File: config.mk
export PLATFORM = sky130hd
export DESIGN_NAME = csel_top
export DESIGN_NICKNAME = d
export VERILOG_FILES = /design/src/rtl/csel_pkg.sv /design/src/rtl/csel_decode.sv /design/src/rtl/csel_align.sv /design/src/rtl/csel_rmux.sv /design/src/rtl/csel_top.sv
export SDC_FILE = /design/constraint.sdc
export NUM_CORES = 1
export LEC_CHECK = 0
export BUFFER_PORTS_ARGS = -buffer_cell sky130_fd_sc_hd__buf_2
export CORE_MARGIN = 4
export CORE_UTILIZATION = 39
export DETAILED_ROUTE_END_ITERATION = 8
export HOLD_SLACK_MARGIN = 0.08
export PLACE_DENSITY = 0.77
export SLEW_MARGIN = 20
export SYNTH_ARGS = -nofsm -noshare
export SYNTH_HDL_FRONTEND = slang
export SYNTH_HIERARCHICAL = 1
export SYNTH_SLANG_ARGS = --single-unit
File: constraint.sdc
create_clock -name clk -period 1.6 [get_ports clk]
set_input_delay 0.32 -clock clk [delete_from_list [all_inputs] [get_ports clk]]
set_output_delay 0.32 -clock clk [all_outputs]
set_load 0.01 [all_outputs]
File: src/rtl/csel_pkg.sv
package csel_pkg;
  localparam int MAXC = 16;
  typedef logic [MAXC*8-1:0] cnt_vec_t;

  // first block of core idx: sum of counts of lower-index cores
  function automatic int blk_base(input cnt_vec_t c, input int idx);
    int s;
    s = 0;
    for (int k = 0; k < MAXC; k++)
      if (k < idx) s += int'(c[k*8 +: 8]);
    return s;
  endfunction

  function automatic int blk_max(input cnt_vec_t c, input int n);
    int m;
    m = 1;
    for (int k = 0; k < MAXC; k++)
      if (k < n && int'(c[k*8 +: 8]) > m) m = int'(c[k*8 +: 8]);
    return m;
  endfunction

  function automatic int local_width(input cnt_vec_t c, input int n);
    return 8 + $clog2(blk_max(c, n));
  endfunction
endpackage

File: src/rtl/csel_decode.sv
module csel_decode #(
  parameter int ADDR_W = 24,
  parameter int N_CORES = 4,
  parameter logic [N_CORES*8-1:0] CORE_BLOCKS = {8'd4, 8'd16, 8'd1, 8'd1},
  parameter logic [N_CORES-1:0] CORE_ERR = 4'b0101,
  parameter int LOCAL_W = 12
) (
  input  logic                 host_cs,
  input  logic [ADDR_W-1:0]    host_addr,
  input  logic [N_CORES-1:0]   core_err_in,
  output logic [N_CORES-1:0]   hit,
  output logic                 unmapped,
  output logic [LOCAL_W-1:0]   lcl_addr,
  output logic [N_CORES-1:0]   err_masked
);
  localparam int BLK_W = ADDR_W - 8;
  localparam csel_pkg::cnt_vec_t CNTS = csel_pkg::cnt_vec_t'(CORE_BLOCKS);

  logic [BLK_W-1:0]   blk;
  logic [LOCAL_W-1:0] lcl [N_CORES];

  assign blk = host_addr[ADDR_W-1:8];

  function automatic logic in_rgn(input logic [BLK_W-1:0] b, input int base, input int cnt);
    int bi;
    bi = int'(b);
    return (bi >= base) && (bi < base + cnt);
  endfunction

  for (genvar g = 0; g < N_CORES; g++) begin : g_core
    localparam int BASE = csel_pkg::blk_base(CNTS, g);
    localparam int CNT  = int'(CORE_BLOCKS[g*8 +: 8]);
    logic [BLK_W-1:0] rel;
    assign hit[g]  = host_cs && in_rgn(blk, BASE, CNT);
    assign rel     = blk - BLK_W'(BASE);
    assign lcl[g]  = LOCAL_W'({rel, host_addr[7:0]});
  end

  always_comb begin
    lcl_addr = '0;
    for (int i = 0; i < N_CORES; i++)
      if (hit[i]) lcl_addr = lcl_addr | lcl[i];
  end

  assign unmapped   = host_cs && (hit == '0);
  assign err_masked = core_err_in & CORE_ERR;
endmodule

File: src/rtl/csel_align.sv
module csel_align #(
  parameter int N_CORES = 4,
  parameter logic [N_CORES-1:0] CORE_BRAM = 4'b1000
) (
  input  logic                   clk,
  input  logic                   rst_n,
  input  logic [N_CORES-1:0]     hit,
  input  logic                   unmapped,
  input  logic [32*N_CORES-1:0]  rd_in,
  input  logic [N_CORES-1:0]     er_in,
  output logic [N_CORES-1:0]     sel,
  output logic                   unm,
  output logic [32*N_CORES-1:0]  rd_out,
  output logic [N_CORES-1:0]     er_out
);
  localparam bit ANY_BRAM = |CORE_BRAM;

  if (ANY_BRAM) begin : g_lat
    logic [N_CORES-1:0] sel_q;
    logic               unm_q;
    always_ff @(posedge clk or negedge rst_n) begin
      if (!rst_n) begin
        sel_q <= '0;
        unm_q <= 1'b0;
      end else begin
        sel_q <= hit;
        unm_q <= unmapped;
      end
    end
    assign sel = sel_q;
    assign unm = unm_q;

    for (genvar g = 0; g < N_CORES; g++) begin : g_core
      if (CORE_BRAM[g]) begin : g_mem
        assign rd_out[g*32 +: 32] = rd_in[g*32 +: 32];
        assign er_out[g]          = er_in[g];
      end else begin : g_reg
        logic [31:0] rd_q;
        logic        er_q;
        always_ff @(posedge clk or negedge rst_n) begin
          if (!rst_n) begin
            rd_q <= '0;
            er_q <= 1'b0;
          end else begin
            rd_q <= rd_in[g*32 +: 32];
            er_q <= er_in[g];
          end
        end
        assign rd_out[g*32 +: 32] = rd_q;
        assign er_out[g]          = er_q;
      end
    end
  end else begin : g_comb
    assign sel    = hit;
    assign unm    = unmapped;
    assign rd_out = rd_in;
    assign er_out = er_in;
  end
endmodule

File: src/rtl/csel_rmux.sv
module csel_rmux #(
  parameter int N_CORES = 4
) (
  input  logic [N_CORES-1:0]     sel,
  input  logic                   unm,
  input  logic [32*N_CORES-1:0]  rd,
  input  logic [N_CORES-1:0]     er,
  output logic [31:0]            host_rdata,
  output logic                   host_err
);
  always_comb begin
    host_rdata = '0;
    host_err   = unm;
    for (int i = 0; i < N_CORES; i++) begin
      if (sel[i]) begin
        host_rdata = host_rdata | rd[i*32 +: 32];
        host_err   = host_err | er[i];
      end
    end
  end
endmodule

File: src/rtl/csel_top.sv
module csel_top #(
  parameter int ADDR_W = 24,
  parameter int N_CORES = 4,
  parameter logic [N_CORES*8-1:0] CORE_BLOCKS = {8'd4, 8'd16, 8'd1, 8'd1},
  parameter logic [N_CORES-1:0] CORE_BRAM = 4'b1000,
  parameter logic [N_CORES-1:0] CORE_ERR = 4'b0101,
  localparam int LOCAL_W = csel_pkg::local_width(csel_pkg::cnt_vec_t'(CORE_BLOCKS), N_CORES)
) (
  input  logic                  clk,
  input  logic                  rst_n,
  input  logic                  host_cs,
  input  logic                  host_we,
  input  logic [ADDR_W-1:0]     host_addr,
  input  logic [31:0]           host_wdata,
  output logic [31:0]           host_rdata,
  output logic                  host_err,
  output logic [N_CORES-1:0]    core_cs,
  output logic [N_CORES-1:0]    core_we,
  output logic [LOCAL_W-1:0]    core_addr,
  output logic [31:0]           core_wdata,
  input  logic [32*N_CORES-1:0] core_rdata,
  input  logic [N_CORES-1:0]    core_err_in
);
  // named internal events
  logic [N_CORES-1:0]    req_hit;
  logic                  req_unmapped;
  logic [N_CORES-1:0]    req_err;
  logic [N_CORES-1:0]    rsp_sel;
  logic                  rsp_unmapped;
  logic [32*N_CORES-1:0] rsp_rdata;
  logic [N_CORES-1:0]    rsp_err;

  csel_decode #(
    .ADDR_W(ADDR_W), .N_CORES(N_CORES), .CORE_BLOCKS(CORE_BLOCKS),
    .CORE_ERR(CORE_ERR), .LOCAL_W(LOCAL_W)
  ) u_decode (
    .host_cs(host_cs), .host_addr(host_addr), .core_err_in(core_err_in),
    .hit(req_hit), .unmapped(req_unmapped), .lcl_addr(core_addr),
    .err_masked(req_err)
  );

  csel_align #(.N_CORES(N_CORES), .CORE_BRAM(CORE_BRAM)) u_align (
    .clk(clk), .rst_n(rst_n), .hit(req_hit), .unmapped(req_unmapped),
    .rd_in(core_rdata), .er_in(req_err),
    .sel(rsp_sel), .unm(rsp_unmapped), .rd_out(rsp_rdata), .er_out(rsp_err)
  );

  csel_rmux #(.N_CORES(N_CORES)) u_rmux (
    .sel(rsp_sel), .unm(rsp_unmapped), .rd(rsp_rdata), .er(rsp_err),
    .host_rdata(host_rdata), .host_err(host_err)
  );

  assign core_cs    = req_hit;
  assign core_we    = req_hit & {N_CORES{host_we}};
  assign core_wdata = host_wdata;
endmodule

==> results of run 1 <==
sequential cells by signal, indices dropped and copies added (netlist names):
name / flops
u_align/g_lat.g_core.g_reg.rd_q: 96
u_align/sel: 4
u_align/g_lat.g_core.g_reg.er_q: 3
u_align/unm: 1
worst max-delay path, delay by kind of cell:
kind / cells / cell delay, ns
and+or+nand+nor: 3 / 0.83
buffers and inverters: 2 / 0.26
AOI/OAI and AO/OA: 1 / 0.18
where the power goes:
group	internal, mW	total, mW	switching, mW
logic	0.361	0.578	0.217
registers	2.76	2.81	0.0558
clock network	1.26	2.18	0.921
total	4.38	5.57	1.19
worst min-delay path by stage:
| stage | startpoint | cells past startpoint | slack [ns] | end |
|---|---|---|---|---|
| 2_1_floorplan | rst_n | 0 | 0.02 | u_align/g_lat.g_core[0].g_reg.er_q$_DFF_PN0_ |
| 3_3_place_gp | rst_n | 2 | 0.33 | u_align/g_lat.g_core[2].g_reg.rd_q[6]$_DFF_PN0_ |
| 3_5_place_dp | rst_n | 2 | 0.34 | u_align/g_lat.g_core[2].g_reg.rd_q[6]$_DFF_PN0_ |
| 4_1_cts | core_rdata[27] | 1 | 0.08 | u_align/g_lat.g_core[0].g_reg.rd_q[27]$_DFF_PN0_ |
| 5_1_grt | core_rdata[81] | 1 | 0.08 | u_align/g_lat.g_core[2].g_reg.rd_q[17]$_DFF_PN0_ |
| 6_report | core_rdata[27] | 1 | 0.09 | u_align/g_lat.g_core[0].g_reg.rd_q[27]$_DFF_PN0_ |
cell type report:
class,count,area (µm²),area share
clock buffers,12,246.5,0.03504
well taps,140,175.2,0.02490
inverters,4,17.52,0.002490
repair buffers,341,2566,0.3648
clock inverters,4,53.80,0.007649
flip-flops and latches,104,2606,0.3705
multi-input cells,151,1369,0.1946
logic make-up after synthesis:
| group | count (synthesis) | share of synthesized area |
|---|---|---|
| other cells | 1 | 0.0008471 |
| fa+ha+maj | 6 | 0.01696 |
| flops | 104 | 0.5879 |
| buf+inv | 92 | 0.1637 |
| xor+xnor | 2 | 0.003958 |
| compound gates | 75 | 0.1408 |
| simple gates | 66 | 0.08592 |
per-stage QoR:
step / utilization / setup TNS (ns)
after floorplan: - / -0.6917
after global placement: 0.4741 / -5.233
after detailed placement: 0.4741 / -5.588
after CTS: 0.6296 / -11.93
after global routing: 0.6405 / -13.58
final: 0.6405 / -10.28
layout by cell type, fill, tap and decap left out, drive strengths merged, types with 3 or more instances in the layout:
cell,n
nor3,3
dfrtp,104
buf,250
nor2,3
ha,6
nand2,35
a21oi,4
clkbuf,12
dlygate4sd3,91
and2,12
inv,4
a22oi,64
per-layer routing:
layer | share of wire | global-route usage | wire (µm) | vias up
met3 | 0.079 | 0.05285 | 1143 | 34
met4 | 0.030 | 0.1045 | 425 | 0
met2 | 0.55 | 0.3993 | 7906 | 211
met1 | 0.34 | 0.2209 | 4912 | 1790
met5 | 0 | 0 | 0 | -
li1 | - | - | - | 1650
repair_timing:
item | in CTS | in global routing
resized for setup | 73 | 31
setup buffers | 9 | 3
hold buffers | 91 | 0
cloned | 4 | 0
pin swaps | 13 | 17
setup endpoints to repair | 53 | 53
hold endpoints to repair | 194 | 0
==> metrics.yaml, run 1 <==
critical_path.startpoint: "host_addr[13]"
cts_inserted_buffers: 9
numPortBuffers: 210
avgViaCountPerCell: 4.874
grt_pass1_vias: 4148
violations: "setup timing"
detail-route-antenna-nets: 0
initial_utilization: 0.4031
timing.final.max_slew_violations: 0
static-leakage-power_nw: 3.432
synth_top_area_frac: 0.5879
numPlacedInstances: 635
cellPowerDensity_nw_per_um2: 792.1
number_of_antenna_violations_at_the_first_check_in_global_routing: 0
finalHoldWorstSlack_ns: 0.09447
floorplan.die.width_um: 114.5
synth.top_cells.by_area: "sky130_fd_sc_hd__dfrtp_1, sky130_fd_sc_hd__buf_4, sky130_fd_sc_hd__a22oi_1, sky130_fd_sc_hd__nand2_1, sky130_fd_sc_hd__a22oi_2"
grt_first_pass_wirelength_um: 21310
clk_path_buf_depth: 2
cts-htree-levels: 3
initialDrtViolationCount: 222
yosys_warnings: 6
dieHeight_um: 114.5
max_cap_viol_count: 0
rsz0062_at_grt: "yes"
grt_start_max_net_pins: 57
dpl-instance-area_um2: 5207
place.gp.congestion: 0.8236
final_cell_area_um2: 7034
result_of_the_run: "finished with violations"
async_flop_share: 1.000
power.total_mw: 5.571
ctsRootBufferMaster: "sky130_fd_sc_hd__clkbuf_16"
postSynthRegisterBits: 104
numClockSinks: 104
synth.cell_area_um2: 4427
report.final.hold_viol_count: 0
path_max_fanout: 3
clock_tree_from_tritoncts: "built"
critPathMaxStageDelay_ns: 0.38
required_ns: 1.28
finalWirelength_um: 14390
diodes: 0
final-instance-count-excl-fill: 756
final_critical_path_setup_slack_ns: -0.3126
detail_route.first_pass.iterations: 4
wire_per_inst_um: 19.03
finalCritPeriodShare: 1.195
cts.reportedPaths.clkPinSlew_ns: 0.07
synth-edff-count: 0
layout_min_cycle_time_ns: 1.913
grt_usage: 0.2140
report.final.setup_viol: 53
yosysMostFrequentCell: "sky130_fd_sc_hd__dfrtp_1"
synthTopCellsByCount: "sky130_fd_sc_hd__dfrtp_1, sky130_fd_sc_hd__buf_4, sky130_fd_sc_hd__a22oi_1"
timing.critical_path.to: "core_addr[9]"
hp-class: "in -> reg"
final_net_count: 809
area.growth.synth_to_final_pct: 58.90
detailroute.via_count: 3685
cp_slowest_cell: "sky130_fd_sc_hd__or3_4"
number_of_standard_cell_rows_in_the_floorplan: 38
post_route_cells_drive_above_1_share: 0.5487
synth-seq-area-share: 0.5879
route.detailed.drc: 0
pre_cts_ws_ns: -0.3437
timing.setup.critical_path_class: "in -> out"
num-fill-cells: 767
irDropWorstVdd_mv: 0.9964
timing.fmax_mhz: 522.8
yosys_most_used_dff: "sky130_fd_sc_hd__dfrtp_1"
die_area_um2: 13120
synth_top_cell_by_area: "sky130_fd_sc_hd__dfrtp_1"
worst_setup_path_end_kind: "output pin"
synthesis.area_per_instance_um2: 12.79
synthesis.instances: 346
floorplan.io_pins: 277
crit_path_cell_trace: "buf_6 > nor4_4 > nand3_2 > or3_4 > o221ai_2 > buf_2"
placeableCoreArea_um2: 10980
yosysUniqueCellTypes: 35
globalRoute.totalOverflow: 0
setup.worst_path.start_class: "input port"
dpl.hpwl_um: 8633
timing.critical_path.arrival_ns: 1.59
(Power assumes the default switching activity.)
==> inputs of run 2 (changes only) <==
Settings changed: ABC_AREA set to 1, CORE_MARGIN 4 to 1.5, PLACE_DENSITY 0.77 to 0.76.
==> metrics.yaml, run 2 <==
result_of_the_run: "finished with violations"
violations: "setup timing"
avgViaCountPerCell: 4.600  # -5.6%
final_net_count: 933  # +15%
die_area_um2: 12420  # -5.3%
static-leakage-power_nw: 3.789  # +10%
detail-route-antenna-nets: 0  # unchanged
hold_path_end: "u_align/g_lat.g_core[2].g_reg.rd_q[6]$_DFF_PN0_"
holdCritStartpoint: "core_rdata[70]"
yosysMostFrequentCell: "sky130_fd_sc_hd__nand2_1"
diodes: 0  # unchanged
grt_start_max_net_pins: 105  # +84%
synth_top_area_frac: 0.5674  # -0.02053
initial_utilization: 0.4000  # -0.003053
hp-class: "in -> reg"
report.final.hold_viol_count: 0  # unchanged
grt_first_pass_wirelength_um: 20380  # -4.4%
power.share.switching: 0.2300  # +0.01575
seqPwrFrac: 0.519  # +0.014
path_max_fanout: 4  # +1
number_of_antenna_violations_at_the_first_check_in_global_routing: 0  # unchanged
rsz0062_at_grt: "yes"
report.final.setup_viol: 52  # -1.9%
required_ns: 1.28  # about the same
setup.worst_path.start_class: "input port"
synth.top_cells.by_area: "sky130_fd_sc_hd__dfrtp_1, sky130_fd_sc_hd__nand2_1, sky130_fd_sc_hd__buf_4, sky130_fd_sc_hd__nand4_1, sky130_fd_sc_hd__buf_6"
cts_inserted_buffers: 9  # unchanged
dieHeight_um: 111.5  # -2.7%
timing.critical_path.arrival_ns: 1.48  # -0.11 ns
synth.cell_area_um2: 4587  # +3.6%
yosysUniqueCellTypes: 21  # -40%
layout_min_cycle_time_ns: 1.798  # -0.1148 ns
timing.setup.critical_path_class: "in -> out"
final_core_util: 0.6400  # about the same
floorplan.die.width_um: 111.5  # -2.7%
post_route_cells_drive_above_1_share: 0.5101  # -0.03855
layout.cells.most_common_list: "sky130_fd_sc_hd__buf_2, sky130_fd_sc_hd__dfrtp_1, sky130_fd_sc_hd__nand2_1"
layout.cells.most_common: "sky130_fd_sc_hd__buf_2"
finalCritPeriodShare: 1.124  # -0.07176
max_cap_viol_count: 0  # unchanged
detail_route.first_pass.iterations: 4  # unchanged
power.combinational.fraction: 0.104  # about the same
cts-htree-levels: 3  # unchanged
synthesis.area_per_instance_um2: 9.864  # -23%
initialDrtViolationCount: 149  # -33%
largest_register_ffs: 96  # unchanged
placeableCoreArea_um2: 11470  # +4.4%
yosys_most_used_dff: "sky130_fd_sc_hd__dfrtp_1"
async_flop_share: 1.000  # unchanged
worst_setup_path_end_kind: "output pin"
final_critical_path_setup_slack_ns: -0.1978  # +0.1148 ns
synth-seq-area-share: 0.5674  # -0.02053
internal_power_mw: 4.173  # -4.7%
cp_slowest_cell: "sky130_fd_sc_hd__nor2_4"
dpl.hpwl_um: 8163  # -5.4%
globalRoute.totalOverflow: 0  # unchanged
route.detailed.drc: 0  # unchanged
area.growth.synth_to_final_pct: 60.01
cellPowerDensity_nw_per_um2: 738.5  # -6.8%
clk_path_buf_depth: 2  # unchanged
critPathMaxStageDelay_ns: 0.14  # -0.24 ns
finalWirelength_um: 13560  # -5.7%
worstPathBufferInverterCount: 3  # +1
grt_pass1_vias: 4278  # +3.1%
largest_register: "u_align/g_lat.g_core.g_reg.rd_q"
cts.reportedPaths.clkPinSlew_ns: 0.07  # about the same
worst_path_dominant_cell_family: "simple AND/OR/NAND/NOR gates"
place.gp.congestion: 0.8202  # -0.41%
numPortBuffers: 210  # unchanged
power.total_mw: 5.420  # -2.7%
detailroute.via_count: 4057  # +10%
wire_per_inst_um: 15.38  # -19%
yosys_warnings: 6  # unchanged
share_clk_of_total_power: 0.377  # -0.014
postSynthRegisterBits: 104  # unchanged
timing.final.max_slew_violations: 0  # unchanged
crit_path_cell_trace: "buf_2 > nor2_1 > nand2_1 > nor2_4 > nand2_2 > nor2_2 > nand2_2 > o21ai_2 > inv_1 > nand2_1 > buf_2"
synthTopCellsByCount: "sky130_fd_sc_hd__nand2_1, sky130_fd_sc_hd__dfrtp_1, sky130_fd_sc_hd__buf_4"
timing.fmax_mhz: 556.2  # +6.4%
numClockSinks: 104  # unchanged
synth_top_cell_by_area: "sky130_fd_sc_hd__dfrtp_1"
clock_tree_from_tritoncts: "built"
p_sw_mw: 1.247  # +4.4%
number_of_standard_cell_rows_in_the_floorplan: 39  # +2.6%
grt_usage: 0.2108  # -0.003241
max-slew-margin-rel: 0.6516
min_path_cells: 1  # unchanged
ctsRootBufferMaster: "sky130_fd_sc_hd__clkbuf_16"
synth-edff-count: 0  # unchanged
irDropWorstVdd_mv: 0.6917  # -31%
worst_slew_pin_slew_ns: 0.5226
floorplan.io_pins: 277  # unchanged
synthesis.instances: 465  # +34%
-- run 2: cell count changes after synthesis, moves of 3 or more --
| cell | change |
|---|---|
| sky130_fd_sc_hd__nor2_1 | +16 |
| sky130_fd_sc_hd__inv_1 | +26 |
| sky130_fd_sc_hd__nand2_2 | +15 |
| sky130_fd_sc_hd__and2_1 | -12 |
| sky130_fd_sc_hd__a22oi_1 | -55 |
| sky130_fd_sc_hd__buf_6 | +6 |
| sky130_fd_sc_hd__a21oi_1 | -3 |
| sky130_fd_sc_hd__a22oi_2 | -9 |
| sky130_fd_sc_hd__nor2_2 | +3 |
| sky130_fd_sc_hd__nand2_1 | +113 |
| sky130_fd_sc_hd__nand4_1 | +36 |
-- run 2: worst max-delay path by stage --
stage	start	end	slack (ns)	cells after the start
floorplan	host_addr[8]	core_addr[9]	0.05	10
global placement	host_addr[9]	core_addr[10]	-0.17	11
detailed placement	host_addr[9]	core_addr[10]	-0.20	11
CTS	host_addr[9]	core_addr[9]	-0.19	12
global route	host_addr[12]	core_addr[9]	-0.31	11
finish	host_addr[12]	core_addr[9]	-0.20	11
-- run 2: area by class of cell --
class,instances,area [µm²]
Sequential cell,104,2606
Tap cell,143,178.9
Clock inverter,6,55.05
Timing Repair Buffer,346,2654
Fill cell,844,4128
Inverter,32,133.9
Multi-Input combinational cell,242,1486
Clock buffer,9,225.2
-- run 2: power by group through the flow --
stage | sequential [mW] | clock [mW] | combinational [mW]
2_1_floorplan | 2.83 | 0 | 0.200
3_3_place_gp | 2.84 | 0 | 0.323
3_5_place_dp | 2.85 | 0 | 0.341
4_1_cts | 2.80 | 2.11 | 0.517
5_1_grt | 2.82 | 2.25 | 0.614
6_report | 2.81 | 2.04 | 0.563
-- run 2: per-layer routing --
layer  track usage  share of wire  routed length [µm]  up-vias
li1              -              -                   -     1911
met1        0.2295           0.37                5080     1927
met2        0.3959           0.54                7320      180
met3       0.04790          0.056                 765       39
met4       0.08186          0.029                 395        0
met5             0              0                   0        -
-- run 2: repair_timing --
item,in CTS,in global routing
gates resized for setup,66,102
cloned,6,0
setup endpoints to repair,52,53
pin swaps,42,47
endpoints found under the hold margin,183,8
setup buffers,8,10
hold buffers,82,8
-- run 2: cell families after synthesis --
group                    Yosys count  synth area share
AO/OA/AOI/OAI                      4          0.005182
XOR/XNOR                           2          0.003820
adder cells (fa/ha/maj)            6           0.01637
buffers and inverters            120            0.1852
flip-flops                       104            0.5674
other                              1         0.0008175
AND/OR/NAND/NOR                  228            0.2212
-- run 2: through the flow --
stage / setup WS, ns / cell area, µm² / hold WS [ns] / instances / TNS (ns)
floorplan: 0.04671 / 4599 / 0.02441 / 466 / 0
global placement: -0.1704 / 5310 / 0.4185 / 757 / -1.870
detailed placement: -0.2010 / 5310 / 0.4290 / 757 / -2.359
CTS: -0.1929 / 6879 / 0.08007 / 868 / -5.764
global route: -0.3052 / 7340 / 0.08180 / 882 / -9.380
finish: -0.1978 / 7340 / 0.09495 / 882 / -5.939
